## config.mk

```make
export PLATFORM = sky130hd
export DESIGN_NAME = bus_data_phase_ctrl
export DESIGN_NICKNAME = d
export VERILOG_FILES = /design/src/rtl/bus_data_phase_ctrl.sv
export SDC_FILE = /design/constraint.sdc
export NUM_CORES = 1
export LEC_CHECK = 0
export BUFFER_PORTS_ARGS = -buffer_cell sky130_fd_sc_hd__buf_2
export CAP_MARGIN = 20
export CORE_ASPECT_RATIO = 0.6
export CORE_MARGIN = 4
export CORE_UTILIZATION = 46
export DETAILED_ROUTE_END_ITERATION = 10
export HOLD_SLACK_MARGIN = 0.06
export PLACE_DENSITY = 0.81
export SYNTH_ARGS = -nofsm -noshare
export SYNTH_HDL_FRONTEND = slang
export SYNTH_SLANG_ARGS = --single-unit
```

## constraint.sdc

```tcl
create_clock -name clk -period 2.5 [get_ports clk]
set_clock_uncertainty 0.1 [all_clocks]
set_input_delay 0.25 -clock clk [delete_from_list [all_inputs] [get_ports clk]]
set_output_delay 0.25 -clock clk [all_outputs]
set_load 0.02 [all_outputs]
```

## src/rtl/bus_data_phase_ctrl.sv

```systemverilog
module bus_data_phase_ctrl #(
  parameter int DW        = 64,
  parameter int BURST_LEN = 4,
  localparam int LANES    = DW / 8,
  localparam int CW       = $clog2(BURST_LEN)
) (
  input  logic             clk,
  input  logic             rst_n,
  input  logic             init_i,
  input  logic             start_i,
  input  logic             burst_i,
  input  logic             write_i,
  input  logic [LANES-1:0] be_i,
  input  logic [DW-1:0]    wdata_i,
  input  logic [LANES-1:0] wpar_i,
  output logic [CW-1:0]    wsel_o,
  output logic             busy_o,
  output logic             beat_o,
  output logic             wait_o,
  output logic             restart_o,
  output logic [DW-1:0]    rdata_o,
  output logic [LANES-1:0] rpar_o,
  output logic             ads_o,
  output logic [DW-1:0]    d_o,
  output logic [LANES-1:0] dp_o,
  output logic             d_oe_o,
  input  logic [DW-1:0]    d_i,
  input  logic [LANES-1:0] dp_i,
  input  logic             brdy_i,
  input  logic             boff_i,
  input  logic             hold_i,
  input  logic             ahold_i,
  output logic             hlda_o
);

  typedef enum logic [1:0] {ST_IDLE, ST_ADDR, ST_DATA} st_t;

  st_t              st_q;
  logic [CW-1:0]    done_q;
  logic             burst_q, write_q, pre_ah_q, restart_q, hlda_q;
  logic [LANES-1:0] be_q, wpar_q, rpar_q;
  logic [DW-1:0]    wbuf_q, rdata_q;
  logic [DW-1:0]    rd_nxt;
  logic [LANES-1:0] rp_nxt;

  wire idle   = (st_q == ST_IDLE);
  wire ah_ok  = ~ahold_i | pre_ah_q;
  wire rdy_ok = (st_q == ST_DATA) & brdy_i & ~boff_i & ~init_i & ~hlda_q & ah_ok;
  wire last   = (done_q == (burst_q ? CW'(BURST_LEN - 1) : '0));
  wire fin    = rdy_ok & last;
  wire issue  = idle & ~boff_i & ~init_i & ~hold_i & ~hlda_q & (restart_q | start_i);

  always_comb begin
    rd_nxt = rdata_q;
    rp_nxt = rpar_q;
    for (int k = 0; k < LANES; k++) begin
      if (be_q[k]) begin
        rd_nxt[k*8 +: 8] = d_i[k*8 +: 8];
        rp_nxt[k]        = dp_i[k];
      end
    end
  end

  always_ff @(posedge clk or negedge rst_n) begin
    if (!rst_n) begin
      st_q      <= ST_IDLE;
      done_q    <= '0;
      burst_q   <= 1'b0;
      write_q   <= 1'b0;
      be_q      <= '0;
      pre_ah_q  <= 1'b0;
      restart_q <= 1'b0;
      hlda_q    <= 1'b0;
      wbuf_q    <= '0;
      wpar_q    <= '0;
      rdata_q   <= '0;
      rpar_q    <= '0;
    end else begin
      hlda_q <= hold_i & (hlda_q | idle | fin);
      if (rdy_ok && !write_q) begin
        rdata_q <= rd_nxt;
        rpar_q  <= rp_nxt;
      end
      if (init_i) begin
        st_q      <= ST_IDLE;
        done_q    <= '0;
        restart_q <= 1'b0;
      end else if (idle) begin
        if (issue) begin
          st_q      <= ST_ADDR;
          done_q    <= '0;
          restart_q <= 1'b0;
          pre_ah_q  <= ~ahold_i;
          wbuf_q    <= wdata_i;
          wpar_q    <= wpar_i;
          if (!restart_q) begin
            burst_q <= burst_i;
            write_q <= write_i;
            be_q    <= be_i;
          end
        end
      end else if (boff_i) begin
        st_q      <= ST_IDLE;
        done_q    <= '0;
        restart_q <= 1'b1;
      end else if (st_q == ST_ADDR) begin
        st_q <= ST_DATA;
      end else if (rdy_ok) begin
        if (last) begin
          st_q   <= ST_IDLE;
          done_q <= '0;
        end else begin
          done_q <= done_q + CW'(1);
          wbuf_q <= wdata_i;
          wpar_q <= wpar_i;
        end
      end
    end
  end

  assign wsel_o    = idle ? '0 : done_q + CW'(1);
  assign busy_o    = ~idle;
  assign beat_o    = rdy_ok;
  assign wait_o    = (st_q == ST_DATA) & ~rdy_ok & ~boff_i & ~init_i;
  assign restart_o = restart_q;
  assign rdata_o   = rdata_q;
  assign rpar_o    = rpar_q;
  assign ads_o     = (st_q == ST_ADDR);
  assign d_o       = wbuf_q;
  assign dp_o      = wpar_q;
  assign d_oe_o    = ~idle & write_q;
  assign hlda_o    = hlda_q;

endmodule

```

[Word-level counts from Yosys, hierarchy flattened]
Index checks and enable logic that the tools add are counted.
Word-level totals
  register bits after elaboration: 161
  input bits: 162
  output and inout port bits: 153
  logic and storage cells: 118
Cells by class
  add/subtract/negate cells: 1
  eq/ne operators: 9
  mux-type cells: 32
  bitwise gates (word level): 28
  reductions and logical operators: 22
Operator list (count)
  $mux W64: 6
  $mux W8: 6
  $mux W2: 16
  $reduce_and A2 Y1: 9
  $and A1 B1 Y1: 16
  $reduce_bool A5 Y1: 2
  $reduce_and A3 Y1: 3
  $not A1 Y1: 8
  $ne A2 B1 Y1 const B: 3
  $reduce_and A6 Y1: 1
  $mux W1: 4
  $ne A4 B2 Y1 const B: 1
  $or A1 B1 Y1: 4
  $reduce_and A4 Y1: 1
  $reduce_bool A4 Y1: 1
  $ne A3 B2 Y1 const B: 1
  $reduce_bool A3 Y1: 1
  $add A2 B1 Y2 const B: 1
  $eq A2 B1 Y1 const B: 1
  $eq A2 B2 Y1: 1
  $eq A2 B2 Y1 const B: 1
  $logic_not A2 Y1: 1
  $ne A2 B2 Y1 const B: 1
  $reduce_bool A2 Y1: 1
  2 further kinds: 2

[Longest topological paths before layout]
  word-level depth: 11
  depth in mapped cells: 6
  gate-level depth less buffers: 5

[Worst setup path after synthesis]
OpenSTA, ideal clock, no wires.
  kind: register -> register
  start: register st_q[0]
  end: register wbuf_q[16] (netlist: d_o[16])
  library setup time: 0.125 ns
  data arrival time: 1.760 ns
  data required time: 2.275 ns
  slack: 0.516 ns
  cell stages (with the launch flop): 7
  clock period less this slack: 1.984 ns
  cell sequence: dfrtp_1 nor4b_4 nand3_1 inv_1 o2bb2ai_4 buf_6 mux2_2
On the way
  longest elaborated chain between the ends: 8
  elaborated cells on any way between the ends: 20
RTL lines
  from (decl): RTL line 38  | st_t st_q;
  from (signal assigned): RTL line 66  | st_q <= ST_IDLE;
  from (signal assigned): RTL line 85  | st_q <= ST_IDLE;
  from (signal assigned): RTL line 90  | st_q <= ST_ADDR;
  $eq A2 B2 Y1: RTL line 48  | wire rdy_ok = (st_q == ST_DATA) & brdy_i & ~boff_i & ~init_i & ~hlda_q & ah_ok;
  $and A1 B1 Y1 (5 in series): RTL line 48
  named net beat_o: RTL line 18  | output logic beat_o,
  $reduce_bool A2 Y1 (no line)
  $reduce_and A6 Y1 (no line)
  to (signal assigned): RTL line 94  | wbuf_q <= wdata_i;
  to (signal assigned): RTL line 114  | wbuf_q <= wdata_i;
  to (decl): RTL line 42  | logic [DW-1:0] wbuf_q, rdata_q;
The timed path passes the listed nets, and every way through them passes these cells.
A chain may end at the register's enable or synchronous reset.

[Worst setup path in the final report]
  start: input port init_i
  end: register rpar_q[3] (netlist: rpar_o[3])
On the way
  longest elaborated chain between the ends: 6
RTL lines
  from (decl): RTL line 9  | input logic init_i,
  $not A1 Y1 (no line)
  $and A1 B1 Y1 (3 in series): RTL line 48
  $logic_and A1 B1 Y1: RTL line 80  | if (rdy_ok && !write_q) begin
  $reduce_and A2 Y1 (no line)
  to (signal assigned): RTL line 82  | rpar_q <= rp_nxt;
  to (decl): RTL line 41  | logic [LANES-1:0] be_q, wpar_q, rpar_q;
No other way between the ends.

==> impl_metrics.tcl <==
set metrics [dict create \
    drt_iter0_drc 226 \
    fmax_mhz 437 \
    clk-insertion-delay-late_ps 400 \
    synth_seq_area_share 0.648 \
    nets 1025 \
    yosysTopAreaCellShare 0.648 \
    grt-ovfl-total 0 \
    first_global_vias 6048 \
    critPathArrivalTime_ps 2470 \
    synth_edf_count 0 \
    finalHoldViolations 0 \
    netlist.top_cell.by_area "dfrtp_1" \
    fin_crit_sh 0.915 \
    fp.dieH_um 98.1 \
    power.internal_w 0.00506 \
    ant_nets 0 \
    clock_sinks 161 \
    synth_nets 540 \
    dp_hpwl_um 12300 \
    p_leak_nw 5.37 \
    seqPwrFrac 0.439 \
    syn2layout_area_growth_pct 62.4 \
    fin_setup_tns_ps 0 \
    peakVddDrop_mv 0.529 \
    cts_setup_buffers 0 \
    synth_area_leaders "dfrtp_1, mux2_2, buf_6, mux2_1, nand2_2" \
    grt_setup_unrepaired "false" \
    crit_path_end_kind "flop" \
    worstMarginPinSlew_ps 600 \
    grt_pass1_wl_um 31400 \
    wl_per_cell_um 19.0 \
    clkTransAtPathRegs_ps 70 \
    grtUsageTotal 0.260 \
    drive_above_1_share 0.583 \
    drc 0 \
    async_reset_ff_frac 1.00 \
    core-area_mm2 0.0131 \
    die_w_um 158 \
    hold_path_class "input port to flop" \
    io_buffers 314 \
    vias 5146 \
    final_core_util 0.774 \
    io-pin-count 315 \
    avgSynthCellArea_um2 16.5 \
    max_slew_margin 0.600 \
    syn_area_mm2 0.00622 \
    cp.required_ps 2690 \
    power.switching_w 0.00219 \
    cp_slowest_cell "and4b_1" \
    cp_cell_sequence "dlygate4sd3_1 -> buf_2 -> nor4b_4 -> and4b_1 -> nand2_2 -> mux2_2" \
    drv_slew 0 \
    synth.distinct_cells 33 \
    max_stage_delay_ps 610 \
    clockPowerShare 0.341 \
    die_area_mm2 0.0155 \
    cp_max_fo 9 \
    pwr_density_cell_mw_per_mm2 718 \
    start_util 0.477 \
    swShare 0.302 \
    period_needed_ps 2290 \
    status "complete, no violations" \
    p_comb_frac 0.220 \
    cts_made_buffers 17 \
    critPathKind "input port to flop" \
    htree_levels 4 \
    ys.flop_type "dfrtp_1" \
    viasPerCell 4.92 \
    place.gp.congestion 0.805 \
    synthCells 378 \
    drt_wl_total_um 19900 \
    maxCapViolations 0 \
    drt_pass1_iterations 4 \
    clk_path_buf_depth 2 \
    grt_max_degree 73 \
    finalSetupViolCount 0 \
    num_antenna_cells 0 \
    antenna_found_initial 0 \
    setup.worst_path.start_class "input port" \
    yosysWarningCount 0 \
    num_rows 32 \
    cts_tree "built" \
    postSynthRegisterBits 161 \
    cts-root-buf "clkbuf_16" \
]
-- area by class of cell --
class,count,area [µm²]
Clock buffer,18,439
Clock inverter,13,116
Fill cell,771,2950
Inverter,3,11.3
Multi-Input combinational cell,203,2070
Sequential cell,161,4030
Tap cell,170,213
Timing Repair Buffer,477,3220
-- cells by family after synthesis --
kind of cell,share of synthesized area
AO/OA/AOI/OAI,0.0187
AND/OR/NAND/NOR,0.0340
buffers and inverters,0.0193
multiplexers,0.279
XOR/XNOR,0.00141
flip-flops,0.648
-- cell usage after synthesis (2+ instances only) --
cell     instances
dfrtp_1        161
nand2_2          8
inv_1            3
nand2_1          4
mux2_2         147
a21oi_1          4
nor2_1           8
buf_6            8
buf_4            2
and2_1           2
o21ai_0          3
mux2_1           7
-- power groups by stage --
| stage | clock network (W) | logic (W) | registers [W] |
|---|---|---|---|
| 3_5_place_dp | 0 | 0.00138 | 0.00321 |
| 5_1_grt | 0.00264 | 0.00170 | 0.00323 |
| 6_report | 0.00247 | 0.00160 | 0.00318 |
| 2_1_floorplan | 0 | 0.000362 | 0.00360 |
| 4_1_cts | 0.00252 | 0.00158 | 0.00317 |
| 3_3_place_gp | 0 | 0.00133 | 0.00319 |
-- registers in the layout, indices dropped and copies added, names as in the netlist, 2 cells and up --
register,flops
dp_o,8
d_o,64
st_q,2
rpar_o,8
rdata_o,64
be_q,8
done_q,2
-- repair_timing --
| item | in CTS | in global routing |
|---|---|---|
| endpoints found under the hold margin | 218 | 0 |
| hold buffers | 159 | 0 |
| gates resized for setup | 0 | 0 |
-- cells in the final DEF, fill, tap and decap left out, types with 2 or more instances in the layout --
master,n
a21oi_1,4
and2_1,2
buf_12,2
buf_2,313
buf_4,2
clkbuf_16,17
dfrtp_1,161
dlygate4sd3_1,159
inv_1,3
inv_6,7
inv_8,3
mux2_1,7
mux2_2,147
nand2_1,4
nand2_2,8
nor2_1,8
o21ai_0,3
-- final timing paths --
path	start	endpoint	slack [ps]	depth (start not counted)
setup / recovery	init_i	rpar_o[3]	210	6
hold / removal	start_i	st_q[0]	190	3
setup reg to reg	st_q[1]	rpar_o[3]	290	4
hold reg to reg	d_o[44]	d_o[44]	380	1
max in group asynchronous	rst_n	dp_o[5]	1220	3
min in group asynchronous	rst_n	d_o[39]	320	2
-- per-layer routing --
layer / part of all wire / global-route usage / up-vias
li1: - / - / 2313
met1: 0.36 / 0.286 / 2551
met2: 0.54 / 0.482 / 226
met3: 0.064 / 0.0717 / 56
met4: 0.031 / 0.0878 / 0
met5: 0 / 0 / -
-- worst max-delay path: cells and delay by family --
kind                   cells  cell delay, ps
AND/OR/NAND/NOR            3            1170
buffers and inverters      2             680
multiplexers               1             360
-- metrics by stage --
step	cells	area (µm²)	hold WS [ps]	total power, W	setup slack (ps)
after floorplan	378	6220	-146	0.00396	516
after global placement	855	7960	172	0.00453	425
after detailed placement	855	7960	184	0.00460	335
after CTS	1045	10100	181	0.00727	247
after global routing	1045	10100	210	0.00757	159
final	1045	10100	191	0.00725	212
No activity file was read; power rests on OpenSTA's default activity.
